===== src/rtl/gpio_irq_pkg.sv =====
package gpio_irq_pkg;
  localparam int ADDR_W = 3;

  localparam logic [ADDR_W-1:0] ADDR_STATE  = 3'd0;
  localparam logic [ADDR_W-1:0] ADDR_ENABLE = 3'd1;
  localparam logic [ADDR_W-1:0] ADDR_TEST   = 3'd2;
  localparam logic [ADDR_W-1:0] ADDR_RISE   = 3'd3;
  localparam logic [ADDR_W-1:0] ADDR_FALL   = 3'd4;
  localparam logic [ADDR_W-1:0] ADDR_LOW    = 3'd5;
  localparam logic [ADDR_W-1:0] ADDR_HIGH   = 3'd6;

  // Write strobes from the control decoder to the datapath
  typedef struct packed {
    logic wrState;
    logic wrEnable;
    logic wrTest;
    logic wrRise;
    logic wrFall;
    logic wrLow;
    logic wrHigh;
  } strobes_t;
endpackage


===== src/rtl/gpio_irq_ctrl.sv =====
module gpio_irq_ctrl
  import gpio_irq_pkg::*;
(
  input  logic              busWe,
  input  logic [ADDR_W-1:0] busAddr,
  output strobes_t          strb
);
  always_comb begin
    strb          = '0;
    strb.wrState  = busWe && (busAddr == ADDR_STATE);
    strb.wrEnable = busWe && (busAddr == ADDR_ENABLE);
    strb.wrTest   = busWe && (busAddr == ADDR_TEST);
    strb.wrRise   = busWe && (busAddr == ADDR_RISE);
    strb.wrFall   = busWe && (busAddr == ADDR_FALL);
    strb.wrLow    = busWe && (busAddr == ADDR_LOW);
    strb.wrHigh   = busWe && (busAddr == ADDR_HIGH);
  end
endmodule


===== src/rtl/gpio_irq_detect.sv =====
module gpio_irq_detect #(
  parameter int WIDTH = 8
) (
  input  logic             clk,
  input  logic             rstN,
  input  logic [WIDTH-1:0] pinsIn,
  input  logic [WIDTH-1:0] riseEn,
  input  logic [WIDTH-1:0] fallEn,
  input  logic [WIDTH-1:0] lowEn,
  input  logic [WIDTH-1:0] highEn,
  output logic [WIDTH-1:0] evtVec
);
  logic [WIDTH-1:0] prevIn;
  logic             primed;

  // History is trusted only after one edge out of reset
  always_ff @(posedge clk or negedge rstN) begin
    if (!rstN) begin
      prevIn <= '0;
      primed <= 1'b0;
    end else begin
      prevIn <= pinsIn;
      primed <= 1'b1;
    end
  end

  for (genvar i = 0; i < WIDTH; i++) begin : g_bit
    logic roseNow, fellNow;
    assign roseNow   = primed &&  pinsIn[i] && !prevIn[i];
    assign fellNow   = primed && !pinsIn[i] &&  prevIn[i];
    assign evtVec[i] = (roseNow && riseEn[i]) || (fellNow && fallEn[i]) ||
                       (!pinsIn[i] && lowEn[i]) || (pinsIn[i] && highEn[i]);
  end
endmodule


===== src/rtl/gpio_irq_dp.sv =====
module gpio_irq_dp
  import gpio_irq_pkg::*;
#(
  parameter int WIDTH = 8
) (
  input  logic              clk,
  input  logic              rstN,
  input  strobes_t          strb,
  input  logic [ADDR_W-1:0] rdAddr,
  input  logic [WIDTH-1:0]  wrData,
  input  logic [WIDTH-1:0]  evtVec,
  output logic [WIDTH-1:0]  riseEn,
  output logic [WIDTH-1:0]  fallEn,
  output logic [WIDTH-1:0]  lowEn,
  output logic [WIDTH-1:0]  highEn,
  output logic [WIDTH-1:0]  stateQ,
  output logic [WIDTH-1:0]  rdData,
  output logic [WIDTH-1:0]  irqVec,
  output logic              irqAny
);
  logic [WIDTH-1:0] enableQ;
  logic [WIDTH-1:0] clrMask, setMask;

  assign clrMask = strb.wrState ? wrData : '0;
  assign setMask = evtVec | (strb.wrTest ? wrData : '0);

  always_ff @(posedge clk or negedge rstN) begin
    if (!rstN) begin
      enableQ <= '0;
      riseEn  <= '0;
      fallEn  <= '0;
      lowEn   <= '0;
      highEn  <= '0;
      stateQ  <= '0;
    end else begin
      if (strb.wrEnable) enableQ <= wrData;
      if (strb.wrRise)   riseEn  <= wrData;
      if (strb.wrFall)   fallEn  <= wrData;
      if (strb.wrLow)    lowEn   <= wrData;
      if (strb.wrHigh)   highEn  <= wrData;
      // set takes priority over clear
      stateQ <= (stateQ & ~clrMask) | setMask;
    end
  end

  always_comb begin
    unique case (rdAddr)
      ADDR_STATE:  rdData = stateQ;
      ADDR_ENABLE: rdData = enableQ;
      ADDR_RISE:   rdData = riseEn;
      ADDR_FALL:   rdData = fallEn;
      ADDR_LOW:    rdData = lowEn;
      ADDR_HIGH:   rdData = highEn;
      default:     rdData = '0;
    endcase
  end

  assign irqVec = stateQ & enableQ;
  assign irqAny = |irqVec;
endmodule


===== src/rtl/gpio_irq_detector.sv =====
module gpio_irq_detector
  import gpio_irq_pkg::*;
#(
  parameter int WIDTH = 8
) (
  input  logic              clk,
  input  logic              rstN,
  input  logic [WIDTH-1:0]  pinsIn,
  input  logic              busWe,
  input  logic [ADDR_W-1:0] busAddr,
  input  logic [WIDTH-1:0]  busWdata,
  output logic [WIDTH-1:0]  busRdata,
  output logic [WIDTH-1:0]  irqVec,
  output logic              irqAny
);
  strobes_t         strb;
  logic [WIDTH-1:0] riseEn, fallEn, lowEn, highEn;
  logic [WIDTH-1:0] evtVec, stateVec;

  gpio_irq_ctrl u_ctrl (
    .busWe   (busWe),
    .busAddr (busAddr),
    .strb    (strb)
  );

  gpio_irq_detect #(.WIDTH(WIDTH)) u_det (
    .clk    (clk),
    .rstN   (rstN),
    .pinsIn (pinsIn),
    .riseEn (riseEn),
    .fallEn (fallEn),
    .lowEn  (lowEn),
    .highEn (highEn),
    .evtVec (evtVec)
  );

  gpio_irq_dp #(.WIDTH(WIDTH)) u_dp (
    .clk    (clk),
    .rstN   (rstN),
    .strb   (strb),
    .rdAddr (busAddr),
    .wrData (busWdata),
    .evtVec (evtVec),
    .riseEn (riseEn),
    .fallEn (fallEn),
    .lowEn  (lowEn),
    .highEn (highEn),
    .stateQ (stateVec),
    .rdData (busRdata),
    .irqVec (irqVec),
    .irqAny (irqAny)
  );
endmodule


===== config.mk =====
export PLATFORM = sky130hd
export DESIGN_NAME = gpio_irq_detector
export DESIGN_NICKNAME = d
export VERILOG_FILES = /design/src/rtl/gpio_irq_pkg.sv /design/src/rtl/gpio_irq_ctrl.sv /design/src/rtl/gpio_irq_detect.sv /design/src/rtl/gpio_irq_dp.sv /design/src/rtl/gpio_irq_detector.sv
export SDC_FILE = /design/constraint.sdc
export NUM_CORES = 1
export LEC_CHECK = 0
export BUFFER_PORTS_ARGS = -buffer_cell sky130_fd_sc_hd__buf_4
export CAP_MARGIN = 20
export CORE_ASPECT_RATIO = 1.2
export CORE_MARGIN = 5
export CORE_UTILIZATION = 59
export CTS_BUF_LIST = sky130_fd_sc_hd__clkbuf_4 sky130_fd_sc_hd__clkbuf_8
export DETAILED_ROUTE_END_ITERATION = 10
export PLACE_DENSITY = 0.8
export SLEW_MARGIN = 20
export SYNTH_ARGS = -nofsm -noshare
export SYNTH_HDL_FRONTEND = slang
export SYNTH_SLANG_ARGS = --single-unit

===== constraint.sdc =====
create_clock -name clk -period 2.35 [get_ports clk]
set_clock_uncertainty 0.05 [all_clocks]
set_input_delay 0.3525 -clock clk [delete_from_list [all_inputs] [get_ports clk]]
set_output_delay 0.3525 -clock clk [all_outputs]
set_load 0.01 [all_outputs]

==> summary.md <==
| Metric | Value |
|---|---|
| Hold Slack | -0.00226 ns |
| Yosys top cell area share | 49.6% |
| Die area | 0.00638 mm2 |
| GR Overflow Total | 0 |
| Most common cell after layout, fill and taps aside | dfrtp_1 |
| Final WS setup | -0.0347 ns |
| First-pass GRT wire length | about 11 mm |
| Mapped Nets | 260 |
| Setup crit start kind | flip-flop |
| Leakage | 1.54 nW |
| Sequential fraction of the synthesis area | around 50% |
| Post-detailed-route via-to-cell ratio | 6.06 |
| CP Class | flip-flop to output pin |
| Met2 usage | ~38% |
| Cell-internal power | between 1.5 and 2 mW |
| # IOs | 39 |
| Nets | 307 |
| Cell variety after synth | 35 |
| Hold Vio Cnt, Final | 2 |
| Clk buf depth | 2 |
| All-Layer GR Usage | 23.9% |
| Initial DRC count | 120 |
| Detailed placer's ending HPWL | 4.48 mm |
| Worst-Skew Late Latency | 0.34 ns |
| Number of diodes | 0 |
| Commonest cells after routing, fill and taps aside | 57 x dfrtp_1, 50 x buf_4, 42 x mux2_2 |
| Syn_area_per_cell | 12.1 um2 |
| P&R area growth vs syn | 20.8% |
| F_max | around 420 MHz |
| Root Driver | clkbuf_8 |
| WL final | 6.74 mm |
| Die X | 73.8 um |
| Routed Antenna Nets | 0 |
| Count of state elements after synthesis | 57 |
| Rows | 27 |
| Antenna violations before repair | 0 |
| Mapped Cells | 238 |
| Worst R2R Path Depth | 2 |
| Clock transition at path regs | 0.07 ns |
| H-Tree Depth | 3 |
| Failing checks | hold timing, setup timing |
| M3 GR Usage | 8.12% |
| Setup slack at placement | roughly 0.23 ns |
| Max-cap violations | 0 |
| Worst slew margin relative to its limit | 53.7% |
| RSZ-0062 raised after global routing | true |
| Core Region | 0.00466 mm2 |
| FF+latch area | 0.00143 mm2 |
| Layout cells sized above 1 | 39.4% |
| Worst slew pin tran | 0.695 ns |
| Fin crit share | 101% |
| Worst-path maximum fanout | 2 |
| Clock group share of total power | 30.9% |
| Average wire per standard cell | around 19 um |
| Top cells by area, synth | dfrtp_1 50%, mux2_2 16%, mux2i_1 6.6% |
| CTS Buf Count | 9 |
| Vias post-DR | ~2100 |
| First-pass DRT Iterations | 4 |
| YS warnings | 0 |
| Chip height | 86.5 um |
| Maximum number of pins on one net before global-route repair | 58 |
| Status | finished with violations |
| Fin util | 74.6% |
| Area taken by multi-input logic gates | 0.00133 mm2 |
| DRC Markers | 0 |
| Crit path required time | 1.95 ns |
| Mapped Area | 0.00288 mm2 |
| Max Transition Viols Final | 0 |
| Final setup viols | 1 |
| Starting Density | 61.7% |
| Met1 Use GR | 30.0% |
| Sw power | roughly 0.76 mW |
| CTS sink cnt | 57 |
| Min-Delay Path Class | primary input to async pin |
| Placer congestion estimate | 0.814 |
| Switching Share | 28.1% |
| Part of the power in combinational logic | 21.9% |
| Worst EP arrival | ~2 ns |
| Sequential power share | 47.2% |
| Busiest grt layer | met2 |
| Setup_tns | -0.0347 ns |
| Hold buffers post-CTS | 0 |
| Power Dens Cells | between 700 and 800 mW/mm2 |
| Max VDD drop | between 0.5 and 0.6 mV |
| IO buf count | 38 |
| Fillers | between 300 and 400 |
| Area leader, netlist | dfrtp_1 |
| Crit end category | output pin |
| Number of global-route vias before repair | between 2000 and 2500 |
| CTS tree | built |
| Period minus WS final | 2.38 ns |
[worst max-delay path: stages, from the launching register on]
cell     delay, ns
dfrtp_1       0.39
and2_4        0.17
or4_4         0.53
or4_4         0.42
buf_6         0.13
[timing repair]
item                                    CTS  global route
setup buffers                             4             2
resized for setup                         4             0
endpoints found under the hold margin     0             0
pin swaps                                 2             0
cloned                                    0             0
endpoints found under the setup margin    1             1
[metrics by stage]
step | cell area [um2] | std cells | power (mW) | hold slack, ns
after floorplan | 2880 | 238 | 1.61 | 0.00691
after global placement | 3240 | 326 | 1.84 | 0.402
after detailed placement | 3240 | 326 | 1.86 | 0.401
after CTS | 3460 | 345 | 2.72 | 0.0285
after global routing | 3480 | 347 | 2.86 | 0.0524
final | 3480 | 347 | 2.71 | -0.00226
[registers in the layout, indices dropped and copies added, names as in the netlist]
name,cells
u_det.prevIn,8
u_dp.enableQ,8
u_dp.fallEn,8
u_dp.highEn,8
u_dp.lowEn,8
u_dp.riseEn,8
u_dp.stateQ,8
u_det.primed,1
[Yosys cell counts]
cell / number
buf_1: 2
nor2_1: 1
o21ai_0: 9
o211ai_1: 3
a221oi_1: 2
inv_1: 16
conb_1: 1
a211o_1: 1
or2_2: 1
buf_2: 6
a311oi_1: 16
mux2i_1: 19
and3_1: 1
and3b_1: 1
nand3b_1: 2
nor3b_1: 1
a22o_1: 2
a2bb2oi_1: 3
and2_4: 1
or4_1: 2
a21oi_1: 5
clkbuf_2: 2
and2_1: 7
mux2_2: 42
clkbuf_1: 6
a21boi_0: 1
dfrtp_1: 57
a22oi_1: 2
and4b_1: 2
nor4bb_1: 8
nand3_1: 1
nor2b_1: 4
o21a_1: 2
nand4b_1: 5
a31oi_1: 4
[power groups by stage]
stage / registers, mW / clock network, mW / logic [mW]
after floorplan: 1.25 / 0 / 0.367
after global placement: 1.29 / 0 / 0.551
after detailed placement: 1.29 / 0 / 0.568
after CTS: 1.28 / 0.846 / 0.594
after global routing: 1.30 / 0.910 / 0.656
final: 1.28 / 0.836 / 0.595
[metal layers]
| metal | share of wire [%] | vias up |
|---|---|---|
| met1 | 43 | 1051 |
| met5 | 0 | - |
| li1 | - | 989 |
| met2 | 49 | 51 |
| met3 | 6.1 | 11 |
| met4 | 1.5 | 0 |
[final timing paths]
| kind | startpoint | end | slack [ns] |
|---|---|---|---|
| setup / recovery | u_dp.enableQ[1]$_DFFE_PN0P_ | irqAny | -0.03 |
| hold / removal | rstN | u_dp.stateQ[4]$_DFF_PN0_ | -0.002 |
| setup reg to reg | u_det.primed$_DFF_PN0_ | u_dp.stateQ[0]$_DFF_PN0_ | 1.05 |
| hold reg to reg | u_dp.stateQ[7]$_DFF_PN0_ | u_dp.stateQ[7]$_DFF_PN0_ | 0.47 |
| max in group asynchronous | rstN | u_dp.fallEn[7]$_DFFE_PN0P_ | 1.78 |
| min in group clk | pinsIn[4] | u_det.prevIn[4]$_DFF_PN0_ | 0.08 |
[logic make-up after synthesis]
family                 after synthesis  share of synthesized area, %
DFF                                 57                          49.6
and+or+nand+nor                     37                          10.0
AOI/OAI and AO/OA                   50                          12.7
muxes                               61                          23.0
buffers and inverters               32                          4.52
other                                1                         0.130
[final cells by class]
cell class                      instances  area share, %
Multi-Input combinational cell        149           38.3
Clock buffer                           12           4.75
Inverter                               16           1.73
Tap cell                               58           2.09
Clock inverter                          3          0.432
Sequential cell                        57           41.0
Timing Repair Buffer                   52           11.7
No activity file was read; power rests on OpenSTA's default activity.
